**config.mk**
```make
export PLATFORM = sky130hd
export DESIGN_NAME = cp0_swint_ctrl
export DESIGN_NICKNAME = d
export VERILOG_FILES = /design/src/rtl/cp0_pkg.sv /design/src/rtl/cp0_ctrl.sv /design/src/rtl/cp0_datapath.sv /design/src/rtl/cp0_swint_ctrl.sv
export SDC_FILE = /design/constraint.sdc
export NUM_CORES = 2
export LEC_CHECK = 0
export BUFFER_PORTS_ARGS = -buffer_cell sky130_fd_sc_hd__buf_2
export CORE_ASPECT_RATIO = 0.9
export CORE_MARGIN = 2
export CORE_UTILIZATION = 57
export DETAILED_ROUTE_END_ITERATION = 12
export PLACE_DENSITY = 0.84
export SLEW_MARGIN = 40
export SYNTH_ARGS = -nofsm -noshare
export SYNTH_HDL_FRONTEND = slang
export SYNTH_HIERARCHICAL = 1
export SYNTH_SLANG_ARGS = --single-unit
```
**constraint.sdc**
```tcl
create_clock -name clk -period 4.6 [get_ports clk]
set_input_delay 0.69 -clock clk [delete_from_list [all_inputs] [get_ports clk]]
set_output_delay 0.69 -clock clk [all_outputs]
set_load 0.03 [all_outputs]
```
**src/rtl/cp0_pkg.sv**
```systemverilog
package cp0_pkg;
  typedef struct packed {
    logic wrStatus;
    logic wrCause;
    logic wrOther;
    logic popStack;
    logic pushStack;
    logic takeSw;
  } cp0Strobe_t;
endpackage

```
**src/rtl/cp0_ctrl.sv**
```systemverilog
module cp0_ctrl
  import cp0_pkg::*;
#(
  parameter int IDX_W      = 5,
  parameter int STATUS_IDX = 12,
  parameter int CAUSE_IDX  = 13
) (
  input  logic             clk,
  input  logic             rstN,
  input  logic             wrEn,
  input  logic [IDX_W-1:0] wrIdx,
  input  logic             rfeCmd,
  input  logic             excTake,
  input  logic             swHitNext,
  output cp0Strobe_t       stb,
  output logic             excReq
);
  logic hitStatus, hitCause;

  assign hitStatus = wrEn && (wrIdx == IDX_W'(STATUS_IDX));
  assign hitCause  = wrEn && (wrIdx == IDX_W'(CAUSE_IDX));

  always_comb begin
    stb.wrStatus  = hitStatus;
    stb.wrCause   = hitCause;
    stb.wrOther   = wrEn && !hitStatus && !hitCause;
    stb.pushStack = excTake;
    stb.popStack  = rfeCmd && !excTake;
    stb.takeSw    = (hitStatus || hitCause) && swHitNext;
  end

  always_ff @(posedge clk) begin
    if (!rstN) excReq <= 1'b0;
    else       excReq <= stb.takeSw;
  end


  no_req_without_write_chk: assert property (@(posedge clk) disable iff (!rstN)
    !(hitStatus || hitCause) |=> !excReq);
endmodule

```
**src/rtl/cp0_datapath.sv**
```systemverilog
module cp0_datapath
  import cp0_pkg::*;
#(
  parameter int DATA_W     = 32,
  parameter int NUM_REGS   = 32,
  parameter int IDX_W      = 5,
  parameter int STATUS_IDX = 12,
  parameter int CAUSE_IDX  = 13,
  parameter int SW_LSB     = 8,
  parameter int SW_BITS    = 2,
  parameter int STACK_LVL  = 3,
  parameter int CODE_LSB   = 2,
  parameter int CODE_W     = 5
) (
  input  logic              clk,
  input  logic              rstN,
  input  cp0Strobe_t        stb,
  input  logic [IDX_W-1:0]  wrIdx,
  input  logic [DATA_W-1:0] wrData,
  input  logic [CODE_W-1:0] excTakeCode,
  input  logic [IDX_W-1:0]  rdIdx,
  output logic [DATA_W-1:0] rdData,
  output logic              swHitNext,
  output logic [CODE_W-1:0] excCode
);
  localparam int STK_W = 2 * STACK_LVL;

  logic [DATA_W-1:0] statusQ, causeQ, statusD, causeNext, causeD;
  logic [DATA_W-1:0] plainQ [NUM_REGS];

  always_comb begin
    statusD = statusQ;
    if (stb.wrStatus) begin
      statusD = wrData;
    end else if (stb.pushStack) begin
      statusD[STK_W-1:0] = {statusQ[STK_W-3:0], 2'b00};
    end else if (stb.popStack) begin
      statusD[STK_W-3:0] = statusQ[STK_W-1:2];
    end
  end

  always_comb begin
    causeNext = causeQ;
    if (stb.wrCause)
      causeNext[SW_LSB +: SW_BITS] = wrData[SW_LSB +: SW_BITS];
    if (stb.pushStack)
      causeNext[CODE_LSB +: CODE_W] = excTakeCode;
  end

  assign swHitNext = (|(causeNext[SW_LSB +: SW_BITS] & statusD[SW_LSB +: SW_BITS]))
                     && statusD[0];

  always_comb begin
    causeD = causeNext;
    if (stb.takeSw) causeD[CODE_LSB +: CODE_W] = '0;
  end

  always_ff @(posedge clk) begin
    if (!rstN) begin
      statusQ <= '0;
      causeQ  <= '0;
    end else begin
      statusQ <= statusD;
      causeQ  <= causeD;
    end
  end

  always_ff @(posedge clk) begin
    if (!rstN) begin
      for (int i = 0; i < NUM_REGS; i++) plainQ[i] <= '0;
    end else if (stb.wrOther) begin
      plainQ[wrIdx] <= wrData;
    end
  end

  always_comb begin
    if (rdIdx == IDX_W'(STATUS_IDX))     rdData = statusQ;
    else if (rdIdx == IDX_W'(CAUSE_IDX)) rdData = causeQ;
    else                                 rdData = plainQ[rdIdx];
  end

  assign excCode = causeQ[CODE_LSB +: CODE_W];


  pop_stack_chk: assert property (@(posedge clk) disable iff (!rstN)
    (stb.popStack && !stb.wrStatus) |=>
      (statusQ[STK_W-3:0] == $past(statusQ[STK_W-1:2])) &&
      (statusQ[DATA_W-1:STK_W-2] == $past(statusQ[DATA_W-1:STK_W-2])));


  cause_sw_only_chk: assert property (@(posedge clk) disable iff (!rstN)
    (stb.wrCause && !stb.pushStack && !stb.takeSw) |=>
      (causeQ[SW_LSB +: SW_BITS] == $past(wrData[SW_LSB +: SW_BITS])) &&
      (causeQ[SW_LSB-1:0] == $past(causeQ[SW_LSB-1:0])) &&
      (causeQ[DATA_W-1:SW_LSB+SW_BITS] == $past(causeQ[DATA_W-1:SW_LSB+SW_BITS])));


  status_full_write_chk: assert property (@(posedge clk) disable iff (!rstN)
    stb.wrStatus |=> statusQ == $past(wrData));


  code_cleared_chk: assert property (@(posedge clk) disable iff (!rstN)
    stb.takeSw |=> (causeQ[CODE_LSB +: CODE_W] == '0) && statusQ[0]);


  push_stack_chk: assert property (@(posedge clk) disable iff (!rstN)
    (stb.pushStack && !stb.wrStatus && !stb.takeSw) |=>
      (statusQ[STK_W-1:0] == {$past(statusQ[STK_W-3:0]), 2'b00}) &&
      (causeQ[CODE_LSB +: CODE_W] == $past(excTakeCode)));
endmodule

```
**src/rtl/cp0_swint_ctrl.sv**
```systemverilog
module cp0_swint_ctrl
  import cp0_pkg::*;
#(
  parameter int DATA_W     = 32,
  parameter int NUM_REGS   = 32,
  parameter int STATUS_IDX = 12,
  parameter int CAUSE_IDX  = 13,
  parameter int SW_LSB     = 8,
  parameter int SW_BITS    = 2,
  parameter int STACK_LVL  = 3,
  parameter int CODE_LSB   = 2,
  parameter int CODE_W     = 5,
  localparam int IDX_W     = $clog2(NUM_REGS)
) (
  input  logic              clk,
  input  logic              rstN,
  input  logic              wrEn,
  input  logic [IDX_W-1:0]  wrIdx,
  input  logic [DATA_W-1:0] wrData,
  input  logic [IDX_W-1:0]  rdIdx,
  output logic [DATA_W-1:0] rdData,
  input  logic              rfeCmd,
  input  logic              excTake,
  input  logic [CODE_W-1:0] excTakeCode,
  output logic              excReq,
  output logic [CODE_W-1:0] excCode
);
  cp0Strobe_t stb;
  logic       swHitNext;

  cp0_ctrl #(
    .IDX_W(IDX_W), .STATUS_IDX(STATUS_IDX), .CAUSE_IDX(CAUSE_IDX)
  ) uCtrl (
    .clk(clk), .rstN(rstN), .wrEn(wrEn), .wrIdx(wrIdx), .rfeCmd(rfeCmd),
    .excTake(excTake), .swHitNext(swHitNext), .stb(stb), .excReq(excReq)
  );

  cp0_datapath #(
    .DATA_W(DATA_W), .NUM_REGS(NUM_REGS), .IDX_W(IDX_W),
    .STATUS_IDX(STATUS_IDX), .CAUSE_IDX(CAUSE_IDX), .SW_LSB(SW_LSB),
    .SW_BITS(SW_BITS), .STACK_LVL(STACK_LVL), .CODE_LSB(CODE_LSB), .CODE_W(CODE_W)
  ) uDp (
    .clk(clk), .rstN(rstN), .stb(stb), .wrIdx(wrIdx), .wrData(wrData),
    .excTakeCode(excTakeCode), .rdIdx(rdIdx), .rdData(rdData),
    .swHitNext(swHitNext), .excCode(excCode)
  );


  req_code_zero_chk: assert property (@(posedge clk) disable iff (!rstN)
    excReq |-> excCode == '0);


  plain_store_chk: assert property (@(posedge clk) disable iff (!rstN)
    (wrEn && wrIdx != IDX_W'(STATUS_IDX) && wrIdx != IDX_W'(CAUSE_IDX) && rdIdx == wrIdx)
      |=> (rdIdx != $past(rdIdx)) || (rdData == $past(wrData)));
endmodule

```
After elaboration in Yosys (flattened, before gate mapping)

Memory sizes are Yosys's and may differ from the RTL's.
Cells that the tools add are included.

Eq/ne operators: 4
Multiplexer cells: 15
Reductions and logical operators: 16
Bitwise operators: 2

Operators by type and width:

| cell                 | count |
|---|---|
| $mux W32             | 3 |
| $reduce_or A32 Y1    | 1 |
| $eq A5 B4 Y1 const B | 4 |
| $mux W4              | 3 |
| $logic_and A1 B1 Y1  | 7 |
| $mux W6              | 1 |
| $mux W1              | 5 |
| $mux W5              | 1 |
| $mux W2              | 2 |
| $reduce_or A2 Y1     | 2 |
| $logic_not A1 Y1     | 3 |
| $reduce_bool A3 Y1   | 1 |
| $and A2 B2 Y2        | 1 |
| $reduce_bool A2 Y1   | 1 |
| $logic_or A1 B1 Y1   | 1 |
| $not A1 Y1           | 1 |

Input port bits: 52
RAM bits: 1024
Register bits: 40
Logic and storage cells: 45
Output and inout bits: 38
Memories: 1

Memories:

| name       | words | width | rd ports | clocked after Yosys merged registers in | write ports | RTL line           | text |
|---|---|---|---|---|---|---|---|
| uDp.plainQ | 32    | 32    | 1        | 0                                       | 32          | cp0_datapath.sv:29 | `logic [DATA_W-1:0] plainQ [NUM_REGS];` |

Depth between registers and ports, before layout

Depth in word-level cells: 10
Gate-level depth with buffers: 12
Mapped depth without buffers: 9

By module

Netlist, hierarchy kept.

By module, submodules not included:

| module       | cells each | times used | area each (um^2) |
|---|---|---|---|
| cp0_datapath | 3180       | 1          | 47967.3 |
| cp0_ctrl     | 14         | 1          | 118.9 |

Worst setup path after synthesis

Ideal clock, no wire load.

Kind: input to register
Start point: input wrIdx[4]
End point: memory uDp.plainQ[24][0], enable pin
Arrival time: 4014 ps
Path slack: 121 ps
Path buffers: 2
Cell stages on the path: 7
Data required time: 4134 ps
Path through: nand4bb_4 and2_1 nand2_1 or3_1 clkbuf_1 clkbuf_1 o21ai_0

RTL lines:

| item               | RTL line             | text |
|---|---|---|
| start: declaration | cp0_swint_ctrl.sv:18 | `input logic [IDX_W-1:0] wrIdx,` |
| end: declaration   | cp0_datapath.sv:29   |  |

Final worst setup path

Start point: input rdIdx[0]
End point: output rdData[27]

Cells in the longest elaborated chain, start to end: 3
Elaborated cells on any way between the ends: 5
Classes of those cells: eq/ne: 2; mux: 2; memory: 1

RTL lines:

| item                                            | RTL line             | text |
|---|---|---|
| start: declaration                              | cp0_swint_ctrl.sv:20 | `input logic [IDX_W-1:0] rdIdx,` |
| $mem_v2 Z32 W32 or $eq A5 B4 Y1 (tied branches) | --                   |  |
| $mux W32                                        | cp0_datapath.sv:78   | `else if (rdIdx == IDX_W'(CAUSE_IDX)) rdData = causeQ;` |
| $mux W32 *                                      | cp0_datapath.sv:77   | `if (rdIdx == IDX_W'(STATUS_IDX)) rdData = statusQ;` |
| end: declaration                                | cp0_swint_ctrl.sv:21 | `output logic [DATA_W-1:0] rdData,` |

Every way passes the cells marked *; elsewhere a longest branch is shown, timed or not.

==> results.py <==
metrics = {
    "outcome": {
        "status": "finished, final reports clean",
    },
    "synth": {
        "async_flop_share_pct": 0,
        "netlist_area_um2": 48100,
        "synth_edf_count": 1009,
        "yosys_warnings": 6,
        "synth_ff_type": "edfxtp_1",
        "synth_cells": 3194,
        "ys_seq_area_share_pct": 64.7,
        "synth.avg_cell_area_um2": 15.1,
        "synth_cell_types": 51,
        "syn_nets": 3246,
        "synth_seq_cells": 1049,
    },
    "grt": {
        "grt_pass1_wl_mm": 186,
        "track_usage_pct": 29.8,
        "antenna_found_initial": 11,
        "grt_max_degree": 64,
        "grt-ovfl-total": 0,
        "grt_pass1_vias": 28600,
    },
    "critical_path": {
        "r2r_slack_ps": 2320,
        "worstSetupEndpointType": "primary output",
        "r2r_start": "uDp/statusQ[0]",
        "timing_worst_setup_path_type": "input port to primary output",
        "required_ps": 3910,
        "r2r-end": "uDp/causeQ[6]",
        "start_kind": "input port",
        "endpoint": "rdData[27]",
        "worstPathArrival_ps": 3420,
        "crit_fanout": 47,
        "startpoint": "rdIdx[0]",
        "reg2reg_depth": 8,
    },
    "worst_hold_path": {
        "min_from": "excTakeCode[3]",
        "hold_path_depth": 3,
        "hold_path.class": "input port to flop",
    },
    "die": {
        "num_rows": 101,
        "die_x_um": 310,
        "ios": 90,
        "initial_core_util_pct": 57.3,
        "fp.dieArea_um2": 86700,
        "core_region_area_um2": 83900,
        "dieHeight_um": 280,
    },
    "cells_and_area": {
        "instances_no_fill": 4390,
        "drive_gt1_share_pct": 20.6,
        "syn_to_final_growth_pct": 10.8,
        "layout.nets": 3231,
        "nFillCells": 5710,
    },
    "sta": {
        "drv_slew": 0,
        "period_share_pct": 89.3,
        "tns_ps": 0,
        "fin_crit_ps": 4110,
        "tightest_slew_ps": 921,
        "finalSetupViolCount": 0,
        "fmax_mhz": 244,
        "hold_viol": 0,
        "fin_skew_ps": 11.7,
        "relSlewSlack_pct": 38.5,
        "rsz0062_at_grt": "no",
    },
    "clocking": {
        "cts-hold-fix-buffers": 0,
        "clockBufferDepth": 3,
        "clock_latency_ps": 670,
        "root_buffer": "clkbuf_16",
        "cts_resized": 0,
        "path_clk_slew_ps": 70,
        "cts_tree": "done",
        "cts_buffers": 97,
        "postCtsSetupRepairBufs": 0,
        "cts_sinks": 1049,
        "htree_levels": 3,
    },
    "pwr": {
        "pwr-share-clk_pct": 38.5,
        "combPwrFrac_pct": 8.6,
        "switchingPower_uw": 4780,
        "cellPowerDensity_nw_per_um2": 393,
        "pwr-share-seq_pct": 52.9,
        "power_uw": 21000,
        "p_leak_uw": 0.0185,
        "power.internal_uw": 16200,
        "switching_share_pct": 22.8,
        "ir_drop_mv": 0.382,
    },
    "detailed_routing": {
        "drcViolationCount": 0,
        "vias_per_cell": 6.48,
        "routedWlPerCell_um": 29.4,
        "wl_mm": 129,
        "antenna_left": 0,
        "dr.first_iter.drc_count": 4517,
        "dr_total_vias": 28400,
        "dr.pass1.iters": 8,
    },
    "place": {
        "dp_hpwl_mm": 73.7,
        "gp_congestion": 0.852,
        "port_buffers": 89,
        "dp.cells": 4213,
    },
    "job": {
        "drv_cap": 0,
    },
}
-- cells in the final DEF (no fill, tap or decap), types with 20 or more instances in the layout --
cell type,instances
and2_1,1034
edfxtp_1,1009
mux4_2,248
mux2i_1,111
clkbuf_16,103
nor2_1,98
buf_4,94
buf_2,85
nor2b_1,45
dfxtp_1,40
o22ai_1,37
a211oi_1,33
o21ai_4,30
nor2_2,29
nand2_1,21
clkinv_2,20
buf_12,20
-- registers in the layout, indices dropped and copies added (netlist names) --
register      cells
uCtrl/excReq      1
uDp/causeQ        7
uDp/plainQ     1009
uDp/statusQ      32
-- how the worst min path moves through the flow --
stage / slack [ps] / end
detailed placement: 510 / uDp/statusQ[22]
global placement: 500 / uDp/statusQ[13]
finish: 260 / uDp/causeQ[5]
global route: 260 / uDp/causeQ[5]
floorplan: 480 / uDp/causeQ[2]
CTS: 240 / uDp/causeQ[5]
-- layer usage --
layer	vias up	GRT usage, %	share of wire [%]
met1	14300	40.8	36
met3	325	9.68	15
met2	2211	45.8	46
li1	11600	-	-
met5	-	0.964	0.19
met4	22	9.12	3.1
-- final cells by class --
cell class / count / area [um^2] / area share [%]
diodes: 2 / 5.00 / 0.00939
clock buffers: 127 / 2760 / 5.17
clock inverters: 48 / 398 / 0.747
inverters: 8 / 30.0 / 0.0563
multi-input cells: 1818 / 15900 / 29.9
flip-flops and latches: 1049 / 31100 / 58.4
well taps: 1133 / 1420 / 2.66
repair buffers: 205 / 1650 / 3.09
-- critical path, stage by stage --
cell      delay (ps)
buf_8            430
buf_12           390
mux4_2           560
and2_1           170
a211oi_1         520
nor3_1           290
buf_2            250
-- power by group through the flow --
| stage | sequential, uW | combinational, uW | clock (uW) |
|---|---|---|---|
| detailed placement | 11300 | 1750 | 0 |
| CTS | 11100 | 1760 | 8120 |
| floorplan | 11200 | 1110 | 0 |
| global route | 11100 | 1850 | 8470 |
| finish | 11100 | 1800 | 8070 |
| global placement | 11300 | 1710 | 0 |
-- through the flow --
| step | utilization, % | worst slack, ps | instance area (um^2) | hold WS [ps] |
|---|---|---|---|---|
| after floorplan | - | 121 | 48100 | 479 |
| after global placement | 59.7 | 512 | 50100 | 496 |
| after detailed placement | 59.7 | 566 | 50100 | 506 |
| after CTS | 63.5 | 542 | 53300 | 238 |
| after global routing | 63.5 | 443 | 53300 | 260 |
| final | 63.5 | 493 | 53300 | 262 |
-- synthesized netlist by cell type (all sizes together) (3+ instances only) --
cell type	number	area (um^2)
nor2	128	480
mux2i	111	1110
nor3	20	105
o32a	5	50.1
mux4	248	5590
nand2	22	82.6
a221oi	3	26.3
a2111oi	6	61.3
edfxtp	1009	30300
inv	8	30.0
a21oi	18	90.1
a31oi	3	18.8
nor2b	45	282
o22a	4	35.0
mux2	3	33.8
dfxtp	40	801
or3	3	18.8
nand3	5	25.0
and2	1034	6470
buf	77	539
nand3b	6	45.0
o22ai	37	231
o21ai	57	289
nand2b	9	56.3
a211oi	33	248
clkbuf	242	908
-- kinds of logic after synthesis --
kind of cell | count (synthesis) | synth area share [%]
and+or+nand+nor | 1282 | 15.9
muxes | 362 | 14.0
AOI/OAI and AO/OA | 174 | 2.32
buffers and inverters | 327 | 3.07
DFF | 1049 | 64.7
No activity file was read; power rests on OpenSTA's default activity.
